<file path="src/rtl/gpio_irq_pkg.sv">
package gpio_irq_pkg;

  localparam int ADDR_W = 3;

  typedef enum logic [ADDR_W-1:0] {
    REG_SENSE = 3'd0,
    REG_BOTH  = 3'd1,
    REG_POL   = 3'd2,
    REG_MASK  = 3'd3,
    REG_CLEAR = 3'd4,
    REG_RAW   = 3'd5,
    REG_MSTAT = 3'd6,
    REG_NONE  = 3'd7
  } reg_addr_e;

  // Edge qualifier: any edge when both is set, otherwise the polarity picks one.
  function automatic logic edge_match(input logic both, input logic pol,
                                      input logic rise, input logic fall);
    if (both) return rise | fall;
    return pol ? rise : fall;
  endfunction

  // Level qualifier: active-high when pol is set, active-low otherwise.
  function automatic logic level_match(input logic pol, input logic lvl);
    return pol ? lvl : ~lvl;
  endfunction

endpackage

</file>
<file path="src/rtl/gpio_irq_regs.sv">
module gpio_irq_regs
  import gpio_irq_pkg::*;
#(
  parameter int NUM_PINS = 8
) (
  input  logic                clk,
  input  logic                rst_n,
  input  logic                wr_en,
  input  logic [ADDR_W-1:0]   wr_addr,
  input  logic [NUM_PINS-1:0] wr_data,
  output logic [NUM_PINS-1:0] sense_q,
  output logic [NUM_PINS-1:0] both_q,
  output logic [NUM_PINS-1:0] pol_q,
  output logic [NUM_PINS-1:0] mask_q,
  output logic [NUM_PINS-1:0] clr_pulse
);

  logic hit_sense, hit_both, hit_pol, hit_mask, hit_clear;

  always_comb begin
    hit_sense = wr_en && (wr_addr == REG_SENSE);
    hit_both  = wr_en && (wr_addr == REG_BOTH);
    hit_pol   = wr_en && (wr_addr == REG_POL);
    hit_mask  = wr_en && (wr_addr == REG_MASK);
    hit_clear = wr_en && (wr_addr == REG_CLEAR);
  end

  // The clear word is not stored: it acts as a one-cycle strobe per pin.
  assign clr_pulse = hit_clear ? wr_data : '0;

  always_ff @(posedge clk) begin
    if (!rst_n) begin
      sense_q <= '0;
      both_q  <= '0;
      pol_q   <= '0;
      mask_q  <= '0;
    end else begin
      if (hit_sense) sense_q <= wr_data;
      if (hit_both)  both_q  <= wr_data;
      if (hit_pol)   pol_q   <= wr_data;
      if (hit_mask)  mask_q  <= wr_data;
    end
  end

endmodule

</file>
<file path="src/rtl/gpio_pin_sync.sv">
module gpio_pin_sync #(
  parameter int NUM_PINS    = 8,
  parameter int SYNC_STAGES = 2
) (
  input  logic                clk,
  input  logic                rst_n,
  input  logic [NUM_PINS-1:0] pin_in,
  output logic [NUM_PINS-1:0] synced
);

  localparam int LAST = SYNC_STAGES - 1;

  logic [NUM_PINS-1:0] chain_q [SYNC_STAGES];

  always_ff @(posedge clk) begin
    if (!rst_n) chain_q[0] <= '0;
    else        chain_q[0] <= pin_in;
  end

  for (genvar s = 1; s < SYNC_STAGES; s++) begin : g_stage
    always_ff @(posedge clk) begin
      if (!rst_n) chain_q[s] <= '0;
      else        chain_q[s] <= chain_q[s-1];
    end
  end

  assign synced = chain_q[LAST];

endmodule

</file>
<file path="src/rtl/gpio_pin_detect.sv">
module gpio_pin_detect
  import gpio_irq_pkg::*;
(
  input  logic clk,
  input  logic rst_n,
  input  logic synced,
  input  logic sense,
  input  logic both,
  input  logic pol,
  input  logic clr,
  output logic edge_hit,
  output logic stat_q,
  output logic raw
);

  logic prev_q;
  logic rise, fall;

  assign rise     = synced & ~prev_q;
  assign fall     = ~synced & prev_q;
  assign edge_hit = ~sense & edge_match(both, pol, rise, fall);

  // A new edge takes priority over a clear in the same cycle.
  always_ff @(posedge clk) begin
    if (!rst_n) begin
      prev_q <= 1'b0;
      stat_q <= 1'b0;
    end else begin
      prev_q <= synced;
      if (edge_hit) stat_q <= 1'b1;
      else if (clr) stat_q <= 1'b0;
    end
  end

  assign raw = sense ? level_match(pol, synced) : stat_q;

endmodule

</file>
<file path="src/rtl/gpio_irq_sense.sv">
module gpio_irq_sense
  import gpio_irq_pkg::*;
#(
  parameter int NUM_PINS    = 8,
  parameter int SYNC_STAGES = 2
) (
  input  logic                clk,
  input  logic                rst_n,
  input  logic [NUM_PINS-1:0] pin_in,
  input  logic                wr_en,
  input  logic [ADDR_W-1:0]   wr_addr,
  input  logic [NUM_PINS-1:0] wr_data,
  input  logic [ADDR_W-1:0]   rd_addr,
  output logic [NUM_PINS-1:0] rd_data,
  output logic                irq
);

  logic [NUM_PINS-1:0] sense, both, pol, mask, clr_pulse;
  logic [NUM_PINS-1:0] synced;
  logic [NUM_PINS-1:0] edge_hit, edge_stat, raw, masked;

  gpio_irq_regs #(.NUM_PINS(NUM_PINS)) u_regs (
    .clk       (clk),
    .rst_n     (rst_n),
    .wr_en     (wr_en),
    .wr_addr   (wr_addr),
    .wr_data   (wr_data),
    .sense_q   (sense),
    .both_q    (both),
    .pol_q     (pol),
    .mask_q    (mask),
    .clr_pulse (clr_pulse)
  );

  gpio_pin_sync #(.NUM_PINS(NUM_PINS), .SYNC_STAGES(SYNC_STAGES)) u_sync (
    .clk    (clk),
    .rst_n  (rst_n),
    .pin_in (pin_in),
    .synced (synced)
  );

  for (genvar p = 0; p < NUM_PINS; p++) begin : g_pin
    gpio_pin_detect u_det (
      .clk      (clk),
      .rst_n    (rst_n),
      .synced   (synced[p]),
      .sense    (sense[p]),
      .both     (both[p]),
      .pol      (pol[p]),
      .clr      (clr_pulse[p]),
      .edge_hit (edge_hit[p]),
      .stat_q   (edge_stat[p]),
      .raw      (raw[p])
    );
  end

  assign masked = raw & mask;
  assign irq    = |masked;

  always_comb begin
    unique case (reg_addr_e'(rd_addr))
      REG_SENSE: rd_data = sense;
      REG_BOTH:  rd_data = both;
      REG_POL:   rd_data = pol;
      REG_MASK:  rd_data = mask;
      REG_RAW:   rd_data = raw;
      REG_MSTAT: rd_data = masked;
      default:   rd_data = '0;
    endcase
  end

endmodule

</file>
<file path="config.mk">
export PLATFORM = sky130hd
export DESIGN_NAME = gpio_irq_sense
export DESIGN_NICKNAME = d
export VERILOG_FILES = /design/src/rtl/gpio_irq_pkg.sv /design/src/rtl/gpio_irq_regs.sv /design/src/rtl/gpio_pin_sync.sv /design/src/rtl/gpio_pin_detect.sv /design/src/rtl/gpio_irq_sense.sv
export SDC_FILE = /design/constraint.sdc
export NUM_CORES = 1
export LEC_CHECK = 0
export BUFFER_PORTS_ARGS = -buffer_cell sky130_fd_sc_hd__buf_2
export CAP_MARGIN = 20
export CORE_ASPECT_RATIO = 2
export CORE_MARGIN = 2
export CORE_UTILIZATION = 60
export CTS_CLUSTER_DIAMETER = 200
export DETAILED_ROUTE_END_ITERATION = 10
export PLACE_DENSITY_LB_ADDON = 0.15
export REMOVE_ABC_BUFFERS = 1
export SKIP_CTS_REPAIR_TIMING = 1
export SYNTH_ARGS = -nofsm -noshare
export SYNTH_HDL_FRONTEND = slang
export SYNTH_SLANG_ARGS = --single-unit
export TNS_END_PERCENT = 10
</file>
<file path="constraint.sdc">
create_clock -name clk -period 6.5 [get_ports clk]
set_clock_uncertainty 0.15 [all_clocks]
set_input_delay 1.3 -clock clk [delete_from_list [all_inputs] [get_ports clk]]
set_output_delay 1.3 -clock clk [all_outputs]
set_load 0.02 [all_outputs]
</file>
# Word level (Yosys, flattened, before mapping)
# Memories as Yosys holds them, arrays and structs flattened.
# Cells that the tools add are included.
# Widths: inputs -> output; s select.
[totals]
memories = 1
inputBits = 25
out_inout_bits = 9
romBits = 0
mem_bits_rw = 16
latchBits = 0
ff_bits = 48
[memory_table]
columns = ["memory", "depth", "width", "rd", "rd_clocked_by_memory_dff", "wr", "line_no", "text"]
rows = [
  ["u_sync.chain_q", 2, 8, 2, 0, 2, "gpio_pin_sync.sv:13", "logic [NUM_PINS-1:0] chain_q [SYNC_STAGES];"],
]
[op_classes]
div_mod_pow = 0
eq_ne = 9
shift = 0
n_bitwise = 59
addsub = 0
n_reduce_logical = 16
multipliers = 0
mux = 70
magnitude_cmp = 0
[op_table]
columns = ["op", "count"]
rows = [
  ["$mux 1", 66],
  ["$pmux 8 s6", 1],
  ["$and 1x1->1", 24],
  ["$mux 8", 3],
  ["$not 1->1", 24],
  ["$reduce_bool 2->1", 8],
  ["$eq 3x2->1 const B", 4],
  ["$or 1x1->1", 10],
  ["$eq 3x3->1 const B", 3],
  ["$and 8x8->8", 1],
  ["$reduce_or 8->1", 1],
  ["$eq 3x1->1 const B", 2],
  ["$logic_not 3->1", 2],
  ["$logic_and 1x1->1", 5],
]

# Logic depth before layout (Yosys ltp)
# Gate-level depths: netlist of the first run.
[depth]
ltp_word = 7
mapped_depth = 6
mapped_depth_nobuf = 6

# Modules after synthesis
# Synthesis of the first run repeated with hierarchy kept, for this count alone.
[hier_totals]
cells_unflattened = 355
hier_area_um2 = 3375.7
[modules_own_cells]
columns = ["module", "area_each_um2", "seq_area_each_um2", "instances", "cells_per_inst"]
rows = [
  ["gpio_irq_regs", 1256.2, 640.6, 1, 125],
  ["gpio_pin_detect", 147.6, 40.0, 8, 16],
  ["gpio_irq_sense", 491.7, 0.0, 1, 69],
  ["gpio_pin_sync", 446.7, 320.3, 1, 33],
]

# Least setup slack after synthesis of the first run
# No wires, ideal clock.
[synth_path]
path_kind = "input-to-output"
from = "input rd_addr[0]"
to = "output rd_data[0]"
required_ns = 5.050
slack_ns = 2.286
path_stages = 5
t_arrival_ns = 2.764
path_cell_list = "clkbuf_1 -> nor2b_1 -> clkbuf_1 -> a21oi_1 -> o31ai_1"
[synth_via]
elab_chain_len = 2
elab_cells_between_ends = 7
cone_classes = "5 x eq/ne; 1 x mux; 1 x reduce/logical"
[synth_lines]
columns = ["element", "line_no", "text"]
rows = [
  ["start: declaration", "gpio_irq_sense.sv:13", "input logic [ADDR_W-1:0] rd_addr,"],
  ["$eq 3x3->1 (tied with other cells)", "gpio_irq_sense.sv:61", "unique case (reg_addr_e'(rd_addr))"],
  ["$pmux 8 s6 *", "gpio_irq_sense.sv:61", ""],
  ["end: declaration", "gpio_irq_sense.sv:14", "output logic [NUM_PINS-1:0] rd_data,"],
]
# Every way passes the cells marked *; elsewhere a longest branch is shown, timed or not.

# Worst setup path after layout of the first run
[layout_path]
from = "input rd_addr[1]"
to = "output rd_data[4]"
# The elaborated chain is that of the path after synthesis.

==> out/qor.txt, run 1 <==
number of nets in the layout - 408
CTS H-Tree Depth - 3
r2r worst-path depth - 6
cell mode on critical path - buf_2
status - finished, final reports clean
fin. max-slew vios - 0
number of global-route vias before repair - 2,368
Worst Tran Pin Value - 1.057 ns
largest net degree at the start of global routing - 65
register bit total from synthesis - 64
post-DP HPWL - 4.578 mm
fin crit period - 4.338 ns
register area - 0.001281 mm²
Die Area - 0.006029 mm²
cts bufs inserted - 9
largest cells by area after synthesis - dfxtp_1, mux2i_1, ha_1
Inserted Diodes - 0
Worst IR Drop VDD - 0.2577 mV
grt ovf - 0
CTS sink cnt - 64
multi-input combinational cell area - 0.001842 mm²
static leakage - 1.395 nW
CP endpoint kind - output pin
CP Max Fanout - 10
Most used DFF post-synth - dfxtp_1
worst path arrival time - 2.89 ns
fill cell total of the finished layout - 439
final setup TNS - 0 ns
Worst Slack Setup Final - 2.162 ns
CP Cell Sequence - buf_2 -> nor2b_1 -> a21oi_1 -> a2111oi_0 -> a21o_1 -> buf_2
Pre-antenna DRT Iters - 4
routed vias - 2,515
Final Hold Viols - 0
Reg clk slew, reported paths - 0.06 ns
Hold Crit Depth - 1
CTS tree - built
Synth Area per Inst - 9.626 µm²
crit path kind - input port to output pin
I/O pin total - 34
Mapped Area - 0.003234 mm²
pwr dens - 232.5 mW/mm²
R2R setup slack - 4.96 ns
gpl congestion - 0.8683
Rel. slew slack - 28.97%
initial antenna violation count - 0
RR Startpoint - u_sync.chain_q[1][0]$_SDFF_PN0_
startpoint types - input port
IO buf count - 33
WL final - 6.691 mm
Final period util - 66.73%
Worst path max stage delay - 0.58 ns
area leader, netlist - dfxtp_1
Placement Rows - 37
initial DRC count - 88
Post-route DRC - 0
post-synth top area share - 39.61%
power after layout - 0.0008521 W
hold_sp - u_sync.chain_q[0][7]$_SDFF_PN0_
via density per instance - 5.849
Min-Delay Path Class - flop to flop
final setup violation count - 0
fmax - 0.2305 GHz
RSZ-0062 raised after global routing - no
drt wl/cell - 15.56 µm
die width - 55.92 µm
Clock Tree Root - clkbuf_8
Antenna Violating Nets Remaining - 0
synth unique cells - 36
layout cell share with drive strength beyond 1 - 17.74%
sequential share of the synthesized area - 39.61%
pre-CTS setup slack - 2.187 ns
critical path required time - 5.05 ns
EDFF count, synth - 0
Total Routing Usage GR - 24.21%
clock latency on the worst-skew pair - 0.35 ns
Critical R2R Capture - g_pin[0].u_det.stat_q$_SDFFE_PN0P_
Area growth syn-to-layout - 13.31%
Synth Warn # - 0
Initial Util - 62.38%
slowest stage cell, crit path - nor2b_1
Async SR Flop Fraction - 0%
maxcap violations - 0
Clock Tree Buf Depth - 2
Die Height - 107.8 µm
Hold Path End - u_sync.chain_q[1][7]$_SDFF_PN0_
CORE AREA - 0.005185 mm²
Cells after Synth - 336
first-pass GRT wire length - 11.12 mm
## sequential cells by signal (all words and copies together), names as in the netlist
signal and count:
g_pin.u_det.prev_q 8, u_regs.both_q 8, u_regs.pol_q 8, u_sync.chain_q 16
u_regs.mask_q 8, g_pin.u_det.stat_q 8, u_regs.sense_q 8
## kinds of logic (layout without fill, tap and decap cells)
logic type	after synthesis	after routing	share of synthesized area, %
xor gates and xnor gates	8	8	2.166
AOI/OAI and AO/OA	70	70	16.13
DFF	64	64	39.61
and+or+nand+nor	115	115	19.54
buffers and inverters	33	69	3.830
adders and majority gates	16	16	6.189
muxes	30	30	12.53
## critical path, delay by kind of cell
kind / cells / cell delay, ns
AO/OA/AOI/OAI: 3 / 0.61
AND/OR/NAND/NOR: 1 / 0.58
buffers and inverters: 2 / 0.39
## per-layer routing
metal,global-route usage (%),wire [µm],up-vias
met5,0,0,-
met4,12.76,246,0
met3,6.490,278,19
met2,41.84,3398,62
met1,26.73,2768,1207
li1,-,-,1227
## synth_stat cells (2+ instances only)
cell type and count:
a2111oi_0 2, a211oi_1 17, a21boi_0 24, a21o_1 2
a21oi_1 8, and2_1 25, clkbuf_1 16, dfxtp_1 64
ha_1 16, inv_1 17, mux2i_1 21, mux4_2 7
nand2_1 43, nand3b_1 4, nor2_1 4, nor2b_1 27
nor4bb_1 2, o21a_1 8, o31ai_1 5, or4_1 2
xnor2_1 5, xor2_1 3
## area by class of cell
class                           count  share of cell area [%]
Multi-Input combinational cell    239                   50.26
Sequential cell                    64                   34.96
Timing Repair Buffer               36                   5.121
Clock buffer                       14                   4.985
Tap cell                           58                   1.980
Inverter                           17                   1.741
Clock inverter                      2                  0.9560
## power breakdown
part           internal (W)  switching [W]  leakage (nW)
clock              0.000218       0.000146         0.113
combinational     0.0000340      0.0000377         0.760
sequential         0.000405      0.0000107         0.522
## how the worst max path moves through the flow
stage / from / endpoint / slack (ns) / cells after the start
after floorplan: rd_addr[1] / rd_data[0] / 2.74 / 3
after global placement: rd_addr[0] / rd_data[4] / 2.21 / 6
after detailed placement: rd_addr[0] / rd_data[4] / 2.19 / 6
after CTS: rd_addr[0] / rd_data[4] / 2.18 / 6
after global routing: rd_addr[1] / rd_data[3] / 1.97 / 6
final: rd_addr[1] / rd_data[4] / 2.16 / 6
## stage by stage
step	hold slack [ns]	instances	util (%)	instance area, µm²
2_1_floorplan	0.2618	320	-	3174
5_1_grt	0.3018	430	70.68	3665
6_report	0.2836	430	70.68	3665
3_5_place_dp	0.2689	414	66.48	3447
3_3_place_gp	0.2645	414	66.48	3447
4_1_cts	0.2874	430	70.68	3665
## placed cells by master, fill, tap and decap left out, types with 2 or more instances in the layout
master     count
dfxtp_1       64
nand2_1       43
buf_2         33
nor2b_1       27
and2_1        25
a21boi_0      24
mux2i_1       21
inv_1         17
a211oi_1      17
ha_1          16
clkbuf_8      13
a21oi_1        8
o21a_1         8
mux4_2         7
xnor2_1        5
o31ai_1        5
nor2_1         4
nand3b_1       4
xor2_1         3
buf_4          3
a2111oi_0      2
a21o_1         2
or4_1          2
nor4bb_2       2
(Power assumes the default switching activity.)
==> inputs of run 2 (changes only) <==
--- a/config.mk
+++ b/config.mk
@@ -9,7 +9,7 @@
 export CAP_MARGIN = 20
 export CORE_ASPECT_RATIO = 2
 export CORE_MARGIN = 2
-export CORE_UTILIZATION = 60
+export CORE_UTILIZATION = 53
 export CTS_CLUSTER_DIAMETER = 200
 export DETAILED_ROUTE_END_ITERATION = 10
 export PLACE_DENSITY_LB_ADDON = 0.15
==> constraint.sdc (replaced) <==
create_clock -name clk -period 3.9 [get_ports clk]
set_clock_uncertainty 0.15 [all_clocks]
set_input_delay 0.78 -clock clk [delete_from_list [all_inputs] [get_ports clk]]
set_output_delay 0.78 -clock clk [all_outputs]
set_load 0.02 [all_outputs]
==> run 2 against run 1 <==
Against the previous run: final cell count is 1.2% higher; global-route usage shrank 1.1 points; die area is 12% higher; non-clock buffer count increased by 1; worst setup slack got worse by 1.7 ns; hold slack lost 0.0035 ns; sequential share of layout area fell by 0.79 points; design area is 2.3% higher; via count decreased by 1.7%; sequential cell count unchanged; utilization down 7.7 points; critical path type is now flop to output pin; largest cell class unchanged.
==> out/qor.txt, run 2 (same netlist as run 1, synthesis figures left out) <==
fill cell total of the finished layout - 547 (+25%)
Final Hold Viols - 0 (unchanged)
register area - 0.001281 mm² (unchanged)
max reg flops - 16 (unchanged)
RR Startpoint - u_sync.chain_q[1][4]$_SDFF_PN0_
Total Routing Usage GR - 23.08% (-1.1 points)
routed vias - 2,472 (-1.7%)
Reg clk slew, reported paths - 0.05 ns (about the same)
first-pass GRT wire length - 11.49 mm (+3.3%)
final setup violation count - 0 (unchanged)
Placement Rows - 40 (+8.1%)
Min-Delay Path Class - flop to flop
post-DP HPWL - 4.716 mm (+3.0%)
CP Max Fanout - 5 (-5)
drt wl/cell - 15.81 µm (+1.6%)
worst path arrival time - 2.49 ns (-0.40 ns)
CTS H-Tree Depth - 3 (unchanged)
number of nets in the layout - 409 (+0.25%)
Area growth syn-to-layout - 15.94%
fin crit period - 3.425 ns
via density per instance - 5.683 (-2.8%)
crit path kind - flop to output pin
clock latency on the worst-skew pair - 0.33 ns (-0.02 ns)
static leakage - 1.426 nW (+2.2%)
Antenna Violating Nets Remaining - 0 (unchanged)
CORE AREA - 0.005956 mm² (+15%)
initial DRC count - 88 (unchanged)
Initial Util - 54.31% (-8.1 points)
IO buf count - 33 (unchanged)
Inserted Diodes - 0 (unchanged)
Critical path origin - u_regs.pol_q[4]$_SDFFE_PN0P_
Rel. slew slack - 38.26% (+9.3 points)
WL final - 6.877 mm (+2.8%)
Worst Tran Pin Value - 0.9261 ns (-0.1313 ns)
initial antenna violation count - 0 (unchanged)
Reg with most FFs - u_sync.chain_q
status - finished, final reports clean
RSZ-0062 raised after global routing - no
minimum hold slack - 0.2802 ns (-0.003467 ns)
fin. max-slew vios - 0 (unchanged)
CP endpoint kind - output pin
grt ovf - 0 (unchanged)
critical path required time - 2.97 ns (-2.08 ns)
Final Core Density - 62.96% (-7.7 points)
gpl congestion - 0.7953 (-8.4%)
Post-route DRC - 0 (unchanged)
Pre-antenna DRT Iters - 4 (unchanged)
multi-input combinational cell area - 0.001842 mm² (unchanged)
CTS tree - built
commonest non-fill, non-tap cells in the layout - dfxtp_1, nand2_1, buf_2
Worst IR Drop VDD - 0.3228 mV (+25%)
Clock Tree Root - clkbuf_16
pwr dens - 425.2 mW/mm² (+83%)
power after layout - 0.001594 W (+87%)
post-route cell area - 0.003750 mm² (+2.3%)
DP Area - 0.003461 mm² (+0.40%)
Die Height - 114.5 µm (+6.2%)
Clock Tree Buf Depth - 2 (unchanged)
CTS sink cnt - 64 (unchanged)
hold_sp - u_sync.chain_q[0][4]$_SDFF_PN0_
final setup TNS - 0 ns (unchanged)
commonest non-fill, non-tap cell in the layout - dfxtp_1
number of global-route vias before repair - 2,455 (+3.7%)
Die Area - 0.006782 mm² (+12%)
die width - 59.24 µm (+5.9%)
maxcap violations - 0 (unchanged)
layout cell share with drive strength beyond 1 - 17.47% (-0.27 points)
Final period util - 87.81%
startpoint types - flop
fmax - 0.2920 GHz
largest net degree at the start of global routing - 65 (unchanged)
I/O pin total - 34 (unchanged)
cts bufs inserted - 9 (unchanged)
-- run 2: path summary, 6_finish.rpt --
check	slack [ns]	cells past startpoint	endpoint
setup reg to reg	2.34	6	g_pin[4].u_det.stat_q$_SDFFE_PN0P_
hold / removal	0.28	1	u_sync.chain_q[1][4]$_SDFF_PN0_
hold reg to reg	0.28	1	u_sync.chain_q[1][4]$_SDFF_PN0_
setup / recovery	0.48	5	irq
-- run 2: where the power goes --
part | switching (W) | internal (W)
sequential | 0.0000181 | 0.000677
clock | 0.000273 | 0.000507
combinational | 0.0000626 | 0.0000570
-- run 2: cell type report --
type | instances | share of cell area [%]
Clock buffer | 12 | 6.573
Clock inverter | 3 | 1.134
Inverter | 17 | 1.702
Multi-Input combinational cell | 239 | 49.12
Sequential cell | 64 | 34.17
Tap cell | 63 | 2.102
Timing Repair Buffer | 37 | 5.205
-- run 2: stage by stage --
| step | setup slack, ns | std cells |
|---|---|---|
| after floorplan | 1.054 | 320 |
| after global placement | 0.6637 | 420 |
| after detailed placement | 0.6124 | 420 |
| after CTS | 0.4637 | 435 |
| after global routing | 0.3522 | 435 |
| final | 0.4753 | 435 |
-- run 2: worst max-delay path, stage by stage (launching register included) --
cell and delay, ns:
dfxtp_1 0.39, xor2_1 0.27, a2bb2o_4 0.24, or4_1 0.52, or4_1 0.56, buf_2 0.18
-- run 2: per-layer routing --
layer	GRT usage, %	wire length, µm
met5	0	0
met2	38.61	3546
met1	24.95	2759
met4	18.33	337
met3	2.825	233
==> inputs of run 3 (changes only) <==
--- a/config.mk
+++ b/config.mk
@@ -5,6 +5,7 @@
 export SDC_FILE = /design/constraint.sdc
 export NUM_CORES = 1
 export LEC_CHECK = 0
+export ABC_AREA = 1
 export BUFFER_PORTS_ARGS = -buffer_cell sky130_fd_sc_hd__buf_2
 export CAP_MARGIN = 20
 export CORE_ASPECT_RATIO = 2
==> run 3 against run 2 <==
Against the previous run: the run now ends with design-rule violations left; area after synthesis decreased by 1.3%; utilization decreased by 0.57 points; combinational power increased by 15%; maximum frequency increased by 17%; design area decreased by 1.7%; critical path depth increased by 3; routed wire length increased by 1.5%; clock power decreased by 0.8%; global-route usage increased by 0.22 points; highest routed layer unchanged.
==> out/qor.txt, run 3 <==
Layout Cells excl Fill - 571 (+31%)
Post-route DRC - 4 (+4)
Pre-antenna DRT Iters - 8 (+4)
commonest non-fill, non-tap cell in the layout - nand2_1
sw power - 0.0003764 W (+6.3%)
critical path required time - 2.97 ns (about the same)
Synth Warn # - 0 (unchanged)
Clock Tree Buf Depth - 2 (unchanged)
CP Max Fanout - 8 (+3)
Die Height - 113.7 µm (-0.64%)
largest family of logic cells by synthesized area - simple AND/OR/NAND/NOR gates
Async SR Flop Fraction - 0% (unchanged)
fmax - 0.3414 GHz (+17%)
Area growth syn-to-layout - 15.44%
number of global-route vias before repair - 2,529 (+3.0%)
I/O pin total - 34 (unchanged)
Die Area - 0.006697 mm² (-1.2%)
synth unique cells - 16 (-56%)
maxcap violations - 0 (unchanged)
Mapped Area - 0.003192 mm² (-1.3%)
sw frac - 23.30% (+1.1 points)
Most used DFF post-synth - dfxtp_1
sequential share of power - 43.5% (about the same)
Clk pwr share - 47.9% (-1.0 points)
Antenna Violating Nets Remaining - 0 (unchanged)
max reg flops - 16 (unchanged)
Clock Tree Root - clkbuf_16
most common cell in the netlist - nand2_1
Post-Synth Adder-Cell Area - 6.272% (+0.082 points)
die width - 58.88 µm (-0.62%)
CTS sink cnt - 64 (unchanged)
drt wl/cell - 12.22 µm (-23%)
cts bufs inserted - 9 (unchanged)
XOR/XNOR share of the synthesized area - 0% (-2.2 points)
Synth Area per Inst - 6.806 µm² (-29%)
simple-gate area share of the yosys netlist - 27.40% (+7.9 points)
CORE AREA - 0.005906 mm² (-0.84%)
top cells by count, synth - nand2_1, inv_1, dfxtp_1
IO buf count - 33 (unchanged)
Cells after Synth - 469 (+40%)
area leader, netlist - dfxtp_1
largest net degree at the start of global routing - 31 (-52%)
EDFF count, synth - 0 (unchanged)
gpl congestion - 0.8209 (+3.2%)
register bit total from synthesis - 64 (unchanged)
post-DP HPWL - 4.843 mm (+2.7%)
final setup violation count - 0 (unchanged)
commonest non-fill, non-tap cells in the layout - nand2_1, inv_1, dfxtp_1
first-pass GRT wire length - 11.59 mm (+0.91%)
pwr dens - 438.5 mW/mm² (+3.1%)
routed vias - 2,844 (+15%)
largest cells by area after synthesis - dfxtp_1, nand2_1, inv_1
RSZ-0062 raised after global routing - no
complex-gate fraction of the synthesized area - 15.44% (-0.69 points)
Reg with most FFs - u_sync.chain_q
Placement Rows - 40 (unchanged)
layout cell share with drive strength beyond 1 - 12.60% (-4.9 points)
CP endpoint kind - output pin
via density per instance - 4.981 (-12%)
worst path arrival time - 2.00 ns (-0.49 ns)
WL final - 6.980 mm (+1.5%)
Worst Tran Pin Value - 0.6988 ns (-0.2272 ns)
# placed instances - 556 (+32%)
Final period util - 75.10% (-13 points)
grt ovf - 0 (unchanged)
Rel. slew slack - 53.16% (+15 points)
mux cell area share after synthesis - 0% (-13 points)
failing checks - design-rule violations
Total Routing Usage GR - 23.30% (+0.22 points)
sequential share of the synthesized area - 40.14% (+0.53 points)
Final Hold Viols - 0 (unchanged)
Worst IR Drop VDD - 0.2908 mV (-9.9%)
static leakage - 1.854 nW (+30%)
Hold Crit Depth - 2 (+1)
crit path kind - input port to output pin
Inserted Diodes - 0 (unchanged)
CTS H-Tree Depth - 3 (unchanged)
fin. max-slew vios - 0 (unchanged)
Reg clk slew, reported paths - 0.05 ns (about the same)
r2r worst-path depth - 4 (-2)
final setup TNS - 0 ns (unchanged)
CTS tree - built
Min-Delay Path Class - flop to flop
initial antenna violation count - 0 (unchanged)
part of the power in combinational logic - 8.6% (+1.1 points)
fin crit period - 2.929 ns (-0.4956 ns)
number of nets in the layout - 545 (+33%)
initial DRC count - 146 (+66%)
status - finished, violations left
post-synth top area share - 40.14% (+0.53 points)
minimum hold slack - 0.2568 ns (-0.02341 ns)
clock latency on the worst-skew pair - 0.33 ns (about the same)
startpoint types - input port
internal power - 0.001239 W (about the same)
Initial Util - 54.05% (-0.26 points)
==> run 3: final timing paths <==
path | endpoint | slack, ns | startpoint
hold / removal | u_sync.chain_q[1][2]$_SDFF_PN0_ | 0.26 | u_sync.chain_q[0][2]$_SDFF_PN0_
hold reg to reg | u_sync.chain_q[1][2]$_SDFF_PN0_ | 0.26 | u_sync.chain_q[0][2]$_SDFF_PN0_
setup / recovery | rd_data[2] | 0.97 | rd_addr[0]
setup reg to reg | g_pin[4].u_det.stat_q$_SDFFE_PN0P_ | 2.66 | u_sync.chain_q[1][4]$_SDFF_PN0_
==> run 3: worst max-delay path: stages <==
cell,delay (ns)
buf_2,0.14
inv_2,0.07
nor3_2,0.51
nand2_1,0.11
nand2_1,0.10
nor2_1,0.05
nand3_1,0.07
buf_2,0.17
==> run 3: metrics by stage <==
step	instance area [µm²]	setup slack [ns]	utilization [%]	total power, W
global placement	3397	0.9664	57.52	0.0008529
floorplan	3146	1.478	-	0.0007996
CTS	3685	0.9744	62.39	0.001634
global route	3685	0.7967	62.39	0.001683
finish	3685	0.9710	62.39	0.001616
detailed placement	3397	0.9744	57.52	0.0008553
==> run 3: cells by family (layout without fill, tap and decap cells) <==
family,count (synthesis),count (layout)
compound gates,95,95
fa+ha+maj,16,16
buf+inv,89,128
flops,64,64
simple gates,205,205
==> run 3: layer usage <==
layer  track usage (%)  routed length, µm  vias up
met4             10.00                115        0
met5                 0                  0        -
met3             6.576                401        7
met1             29.71               3191     1223
met2             36.15               3271       65
li1                  -                  -     1549
==> run 3: final cells by class <==
type                    instances  area (µm²)
clock buffers                  11       242.7
clock inverters                 4       45.04
fillers                       567        2221
inverters                      79       296.5
multi-input cells             316        1568
flip-flops and latches         64        1281
well taps                      63       78.83
repair buffers                 34       172.7
==> run 3: power by group through the flow <==
stage | registers [W] | logic, W | clock network (W)
final | 0.000703 | 0.000138 | 0.000774
after global routing | 0.000707 | 0.000159 | 0.000818
after CTS | 0.000703 | 0.000140 | 0.000792
after detailed placement | 0.000717 | 0.000139 | 0
after global placement | 0.000716 | 0.000137 | 0
after floorplan | 0.000710 | 0.0000892 | 0
